==> config.mk <==
export PLATFORM = sky130hd
export DESIGN_NAME = dith_pwm_mod
export DESIGN_NICKNAME = d
export VERILOG_FILES = /design/src/rtl/dm_pkg.sv /design/src/rtl/dm_width_sel.sv /design/src/rtl/dm_code_split.sv /design/src/rtl/dm_sigma_step.sv /design/src/rtl/dith_pwm_mod.sv
export SDC_FILE = /design/constraint.sdc
export NUM_CORES = 1
export LEC_CHECK = 0
export ABC_AREA = 1
export BUFFER_PORTS_ARGS = -buffer_cell sky130_fd_sc_hd__buf_4
export CORE_MARGIN = 5
export CORE_UTILIZATION = 45
export DETAILED_ROUTE_END_ITERATION = 6
export SLEW_MARGIN = 5
export SYNTH_ARGS = -nofsm -noshare
export SYNTH_HDL_FRONTEND = slang
export SYNTH_SLANG_ARGS = --single-unit
export TNS_END_PERCENT = 100
==> constraint.sdc <==
create_clock -name clk -period 10.7 [get_ports clk]
set_input_delay 1.605 -clock clk [delete_from_list [all_inputs] [get_ports clk]]
set_output_delay 1.605 -clock clk [all_outputs]
set_load 0.1 [all_outputs]
==> src/rtl/dm_pkg.sv <==
package dm_pkg;
    parameter int PWM_MAX_W = 12;
    parameter int DSM_MAX_W = 4;
    parameter int LVL_W     = PWM_MAX_W + DSM_MAX_W;
    parameter int PSEL_W    = $clog2(PWM_MAX_W + 1);
    parameter int DSEL_W    = $clog2(DSM_MAX_W + 1);

    // last counter value of a period for a given counter width
    function automatic logic [PWM_MAX_W-1:0] cnt_last(input logic [PSEL_W-1:0] pw);
        logic [PWM_MAX_W:0] t;
        t = ({{PWM_MAX_W{1'b0}}, 1'b1} << pw) - 1'b1;
        return t[PWM_MAX_W-1:0];
    endfunction

    // mask of the accumulator bits in use, also the last period index
    function automatic logic [DSM_MAX_W-1:0] dsm_mask(input logic [DSEL_W-1:0] dw);
        logic [DSM_MAX_W:0] t;
        t = ({{DSM_MAX_W{1'b0}}, 1'b1} << dw) - 1'b1;
        return t[DSM_MAX_W-1:0];
    endfunction
endpackage

==> src/rtl/dm_width_sel.sv <==
module dm_width_sel #(
    parameter int PWM_MAX_W = dm_pkg::PWM_MAX_W,
    parameter int DSM_MAX_W = dm_pkg::DSM_MAX_W,
    parameter int PSEL_W    = dm_pkg::PSEL_W,
    parameter int DSEL_W    = dm_pkg::DSEL_W
) (
    input  logic [PSEL_W-1:0] pwm_sel_i,
    input  logic [DSEL_W-1:0] dsm_sel_i,
    output logic [PSEL_W-1:0] pw_o,
    output logic [DSEL_W-1:0] dw_o
);
    localparam logic [PSEL_W-1:0] PW_TOP = PSEL_W'(PWM_MAX_W);
    localparam logic [DSEL_W-1:0] DW_TOP = DSEL_W'(DSM_MAX_W);

    always_comb begin
        if (pwm_sel_i == '0) begin
            pw_o = PSEL_W'(1);
        end else if (pwm_sel_i > PW_TOP) begin
            pw_o = PW_TOP;
        end else begin
            pw_o = pwm_sel_i;
        end
        dw_o = (dsm_sel_i > DW_TOP) ? DW_TOP : dsm_sel_i;
    end
endmodule

==> src/rtl/dm_code_split.sv <==
module dm_code_split #(
    parameter int PWM_MAX_W = dm_pkg::PWM_MAX_W,
    parameter int DSM_MAX_W = dm_pkg::DSM_MAX_W,
    parameter int LVL_W     = dm_pkg::LVL_W,
    parameter int PSEL_W    = dm_pkg::PSEL_W,
    parameter int DSEL_W    = dm_pkg::DSEL_W
) (
    input  logic [LVL_W-1:0]     level_i,
    input  logic [PSEL_W-1:0]    pw_i,
    input  logic [DSEL_W-1:0]    dw_i,
    output logic [PWM_MAX_W-1:0] base_o,
    output logic [DSM_MAX_W-1:0] frac_o
);
    localparam int TW = PSEL_W + 1;

    logic [TW-1:0]    tot_w;
    logic [LVL_W:0]   keep;
    logic [LVL_W-1:0] code;
    logic [LVL_W-1:0] upper;

    always_comb begin
        tot_w  = TW'(pw_i) + TW'(dw_i);
        keep   = ({{LVL_W{1'b0}}, 1'b1} << tot_w) - 1'b1;
        code   = level_i & keep[LVL_W-1:0];
        upper  = code >> dw_i;
        base_o = upper[PWM_MAX_W-1:0];
        frac_o = code[DSM_MAX_W-1:0] & dm_pkg::dsm_mask(dw_i);
    end
endmodule

==> src/rtl/dm_sigma_step.sv <==
module dm_sigma_step #(
    parameter int DSM_MAX_W = dm_pkg::DSM_MAX_W,
    parameter int DSEL_W    = dm_pkg::DSEL_W
) (
    input  logic [DSM_MAX_W-1:0] acc_i,
    input  logic [DSM_MAX_W-1:0] frac_i,
    input  logic [DSEL_W-1:0]    dw_i,
    output logic                 carry_o,
    output logic [DSM_MAX_W-1:0] acc_o
);
    logic [DSM_MAX_W:0] sum;

    always_comb begin
        sum     = {1'b0, acc_i} + {1'b0, frac_i};
        carry_o = sum[dw_i];
        acc_o   = sum[DSM_MAX_W-1:0] & dm_pkg::dsm_mask(dw_i);
    end
endmodule

==> src/rtl/dith_pwm_mod.sv <==
module dith_pwm_mod #(
    parameter int PWM_MAX_W = dm_pkg::PWM_MAX_W,
    parameter int DSM_MAX_W = dm_pkg::DSM_MAX_W,
    parameter int LVL_W     = dm_pkg::LVL_W,
    parameter int PSEL_W    = dm_pkg::PSEL_W,
    parameter int DSEL_W    = dm_pkg::DSEL_W
) (
    input  logic              clk,
    input  logic              rst_n,
    input  logic              run,
    input  logic [LVL_W-1:0]  level,
    input  logic [PSEL_W-1:0] pwm_sel,
    input  logic [DSEL_W-1:0] dsm_sel,
    output logic              dim_out
);
    localparam int DUTY_W = PWM_MAX_W + 1;

    typedef struct packed {
        logic                 run;
        logic [PWM_MAX_W-1:0] cnt;
        logic [DSM_MAX_W-1:0] per;
        logic [DSM_MAX_W-1:0] acc;
        logic [DUTY_W-1:0]    duty;
        logic [LVL_W-1:0]     code;
        logic [PSEL_W-1:0]    pw;
        logic [DSEL_W-1:0]    dw;
        logic                 out;
    } mod_state_t;

    mod_state_t state_d, state_q;

    logic [PSEL_W-1:0]    pw_new;
    logic [DSEL_W-1:0]    dw_new;
    logic [PWM_MAX_W-1:0] last_q;
    logic [DSM_MAX_W-1:0] per_last_q;
    logic                 period_end;
    logic                 load;
    logic                 enter;
    logic [LVL_W-1:0]     cur_level;
    logic [PSEL_W-1:0]    cur_pw;
    logic [DSEL_W-1:0]    cur_dw;
    logic [PWM_MAX_W-1:0] base;
    logic [DSM_MAX_W-1:0] frac;
    logic                 carry;
    logic [DSM_MAX_W-1:0] acc_nx;

    dm_width_sel #(
        .PWM_MAX_W(PWM_MAX_W), .DSM_MAX_W(DSM_MAX_W),
        .PSEL_W(PSEL_W), .DSEL_W(DSEL_W)
    ) i_width_sel (
        .pwm_sel_i(pwm_sel),
        .dsm_sel_i(dsm_sel),
        .pw_o     (pw_new),
        .dw_o     (dw_new)
    );

    always_comb begin
        last_q     = dm_pkg::cnt_last(state_q.pw);
        per_last_q = dm_pkg::dsm_mask(state_q.dw);
        period_end = state_q.run && (state_q.cnt == last_q);
        load       = !state_q.run || (period_end && (state_q.per == per_last_q));
        enter      = !state_q.run || period_end;
        cur_level  = load ? level  : state_q.code;
        cur_pw     = load ? pw_new : state_q.pw;
        cur_dw     = load ? dw_new : state_q.dw;
    end

    dm_code_split #(
        .PWM_MAX_W(PWM_MAX_W), .DSM_MAX_W(DSM_MAX_W), .LVL_W(LVL_W),
        .PSEL_W(PSEL_W), .DSEL_W(DSEL_W)
    ) i_code_split (
        .level_i(cur_level),
        .pw_i   (cur_pw),
        .dw_i   (cur_dw),
        .base_o (base),
        .frac_o (frac)
    );

    dm_sigma_step #(
        .DSM_MAX_W(DSM_MAX_W), .DSEL_W(DSEL_W)
    ) i_sigma_step (
        .acc_i  (state_q.acc),
        .frac_i (frac),
        .dw_i   (cur_dw),
        .carry_o(carry),
        .acc_o  (acc_nx)
    );

    always_comb begin
        state_d = state_q;
        if (!run) begin
            state_d = '0;
        end else begin
            state_d.run  = 1'b1;
            state_d.code = cur_level;
            state_d.pw   = cur_pw;
            state_d.dw   = cur_dw;
            if (enter) begin
                state_d.cnt  = '0;
                state_d.per  = load ? '0 : state_q.per + 1'b1;
                state_d.duty = {1'b0, base} + DUTY_W'(carry);
                state_d.acc  = acc_nx;
            end else begin
                state_d.cnt  = state_q.cnt + 1'b1;
            end
            state_d.out = ({1'b0, state_d.cnt} < state_d.duty);
        end
    end

    always_ff @(posedge clk or negedge rst_n) begin
        if (!rst_n) begin
            state_q <= '0;
        end else begin
            state_q <= state_d;
        end
    end

    assign dim_out = state_q.out;

    AST_RUN_LOW_QUIET: assert property (@(posedge clk) disable iff (!rst_n)
        !run |=> !dim_out);

    AST_CNT_IN_PERIOD: assert property (@(posedge clk) disable iff (!rst_n)
        state_q.run |-> (state_q.cnt <= dm_pkg::cnt_last(state_q.pw)));

    AST_DUTY_CEILING: assert property (@(posedge clk) disable iff (!rst_n)
        state_q.run |-> (state_q.duty <= ({1'b0, dm_pkg::cnt_last(state_q.pw)} + 1'b1)));

    AST_ACC_IN_RANGE: assert property (@(posedge clk) disable iff (!rst_n)
        state_q.run |-> ((state_q.acc & ~dm_pkg::dsm_mask(state_q.dw)) == '0));

    AST_ACC_EMPTY_AT_END: assert property (@(posedge clk) disable iff (!rst_n)
        (state_q.run && state_q.cnt == dm_pkg::cnt_last(state_q.pw)
         && state_q.per == dm_pkg::dsm_mask(state_q.dw)) |-> (state_q.acc == '0));

    AST_CODE_HELD: assert property (@(posedge clk) disable iff (!rst_n)
        (state_q.run && $past(state_q.run) && !(state_q.cnt == '0 && state_q.per == '0))
        |-> ($stable(state_q.code) && $stable(state_q.pw) && $stable(state_q.dw)));
endmodule

==> impl_metrics.ini <==
[routing]
wl_per_cell_um = 15.2
vias = 5176
ant_nets = 0
drt_iter0_markers = 395
routed_wl_mm = 14.6
firstDrtPassIters = 7
routed_via_density = 5.39
drcViolationCount = 3

[power_and_ir_drop]
p_switching_mw = 0.464
power.ir.vdd_worst_mv = 0.0962
power_density_nw_per_um2 = 182
comb_power_share = 0.482
p_int_mw = 0.595
power_leakage_nw = 2.93
clock_power_share = 0.284
p_sw_frac = 0.438
p_seq_frac = 0.235

[setup_path]
r2r_setup_slack_ns = 1.24
rr_startpoint = state_q[6]
worst-endpoint-arrival_ns = 9.70
cpMostUsedCell = nand2_1
setup.worst_path.start_class = flip-flop
slowest_stage = o21ai_2
cp-end-kind = flip-flop
r2r-end = dim_out
startpoint = state_q[6]
cp_max_fo = 37
critPathCapture = dim_out
crit_type = flip-flop to flip-flop
cp_data_required_time_ns = 10.94
max_stage_delay_ns = 0.68
ff2ff_path_depth = 53

[run]
cap_viol_max_count = 0

[floorplanning]
die_h_um = 118
start_util = 0.458
num_io_pins = 27
core-area_um2 = 11400
num_rows = 39
die_w_um = 118
dieArea_um2 = 13800

[clock_network]
clkSlewWorstSetupHoldPaths_ns = 0.05
cts_buffer_depth = 2
cts-buffers-inserted = 9
htree_levels = 3
cts_sinks = 58
post_cts_resized = 0
cts_setup_buffers = 0
ctsHoldBuffers = 0
root_buffer = clkbuf_16
cts_tree = done
clk_latency_ns = 0.33

[sta]
post-route-period-util = 0.884
fin_crit_ns = 9.46
final-setup-viol-count = 0
slew_headroom = 0.466
drv_slew = 0
fin_skew_ns = 0.00750
timing.final.hold_violations = 0
tightest_slew_ns = 0.801
grt_setup_unrepaired = no
tns_ns = 0
fmax_mhz = 106

[place]
gp_congestion = 0.926
io_buffer_count = 26
placed_cell_area_um2 = 5490
place_inst = 945
hpwl_mm = 11.2

[synth]
syn_area_um2 = 5210
async_reset_ff_frac = 1.00
synth_edf_count = 0
synth_flop_cell = dfrtp_1
ys_types = 53
ys_warn_count = 0
avgSynthCellArea_um2 = 6.55
synth-seq-cells = 58
ys_seq_area_frac = 0.279
synth_nets = 849
synthCells = 795

[layout]
multi_input_area_um2 = 3220
final_nets = 867
diodes = 0
final-seq-area_um2 = 1450
areaGrowthSynthToFinish_pct = 11.6
mostFrequentLayoutCells = nand2_1 (210), inv_1 (102), nor2_1 (101)
layout_commonest_cell = nand2_1
fillers = 1163
drive_above_1_share = 0.128
post-route-cell-area_um2 = 5810
finalNonFillerCells = 961

[run_status]
status = finished, violations left
violations = design-rule violations

[hold_path]
hold_path_class = flip-flop to flip-flop

[grt]
grtUsageTotal = 0.217
overflow = 0
antenna_found_initial = 0
grt_pass1_wl_mm = 24.7
grt_max_degree = 59
grt_pass1_vias = 5016
## registers in the layout, summed over array words and instances (netlist names)
name / flops
state_q: 57
dim_out: 1
## synthesized netlist by cell type, types with 4 or more instances
| cell type | number | area, um^2 |
|---|---|---|
| or2_2 | 5 | 31.3 |
| nand3_2 | 7 | 70.1 |
| nor3_1 | 13 | 65.1 |
| xnor2_1 | 5 | 43.8 |
| nand3_1 | 85 | 425 |
| ha_1 | 26 | 325 |
| nor2_4 | 4 | 45.0 |
| nor3_2 | 4 | 40.0 |
| o21ai_0 | 29 | 145 |
| a21oi_1 | 16 | 80.1 |
| buf_2 | 7 | 35.0 |
| o21ai_2 | 4 | 35.0 |
| clkbuf_1 | 11 | 41.3 |
| nor2_2 | 7 | 43.8 |
| dfrtp_1 | 58 | 1450 |
| nand2_2 | 10 | 62.6 |
| nand2_1 | 210 | 788 |
| o211ai_1 | 5 | 37.5 |
| o21ai_1 | 6 | 30.0 |
| inv_2 | 9 | 33.8 |
| xor2_1 | 10 | 87.6 |
| nand4_1 | 13 | 81.3 |
| inv_1 | 102 | 383 |
| nor2_1 | 101 | 379 |
## metrics by stage
step,util,setup WS [ns],hold slack [ns],total power [mW]
floorplan,-,2.78,0.484,0.639
global placement,0.483,1.59,0.499,0.749
detailed placement,0.483,1.35,0.517,0.753
CTS,0.511,1.28,0.531,1.06
global route,0.511,0.162,0.549,1.15
finish,0.511,1.24,0.532,1.06
## cell type report
class / instances / area share
Tap cell: 143 / 0.0308
Sequential cell: 58 / 0.250
Timing Repair Buffer: 29 / 0.0375
Clock inverter: 4 / 0.00840
Multi-Input combinational cell: 602 / 0.554
Clock buffer: 12 / 0.0459
Inverter: 113 / 0.0739
## worst min path at each step
stage / from / end / slack, ns / depth (start not counted)
floorplan: state_q[24] / state_q[24] / 0.48 / 2
CTS: state_q[24] / state_q[24] / 0.53 / 2
global route: state_q[40] / state_q[40] / 0.55 / 2
global placement: state_q[24] / state_q[24] / 0.50 / 2
detailed placement: state_q[24] / state_q[24] / 0.52 / 2
finish: state_q[29] / state_q[29] / 0.53 / 2
## power groups by stage
stage / Combinational (mW) / Sequential [mW] / Clock [mW]
2_1_floorplan: 0.390 / 0.249 / 0
3_3_place_gp: 0.497 / 0.251 / 0
3_5_place_dp: 0.501 / 0.252 / 0
4_1_cts: 0.505 / 0.248 / 0.307
5_1_grt: 0.578 / 0.251 / 0.317
6_report: 0.510 / 0.249 / 0.300
## logic make-up (layout without fill, tap and decap cells)
group,after synthesis,count (layout),synth area share
mux,2,2,0.00384
buf+inv,135,158,0.104
simple gates,471,471,0.410
compound gates,86,86,0.109
flops,58,58,0.279
fa+ha+maj,28,28,0.0702
xor+xnor,15,15,0.0252
## metal layers
metal / global-route usage / share of wire
met1: 0.293 / 0.47
met2: 0.355 / 0.47
met3: 0.0418 / 0.044
met4: 0.0638 / 0.016
met5: 0 / 0
## critical path: cells and delay by family (launching register included)
family / cells / cell delay [ns]
buffers and inverters: 6 / 0.82
xor gates and xnor gates: 2 / 0.34
and+or+nand+nor: 24 / 3.15
AOI/OAI and AO/OA: 13 / 2.26
DFF: 1 / 0.49
adders and majority gates: 8 / 2.31
No activity file was read; power rests on OpenSTA's default activity.
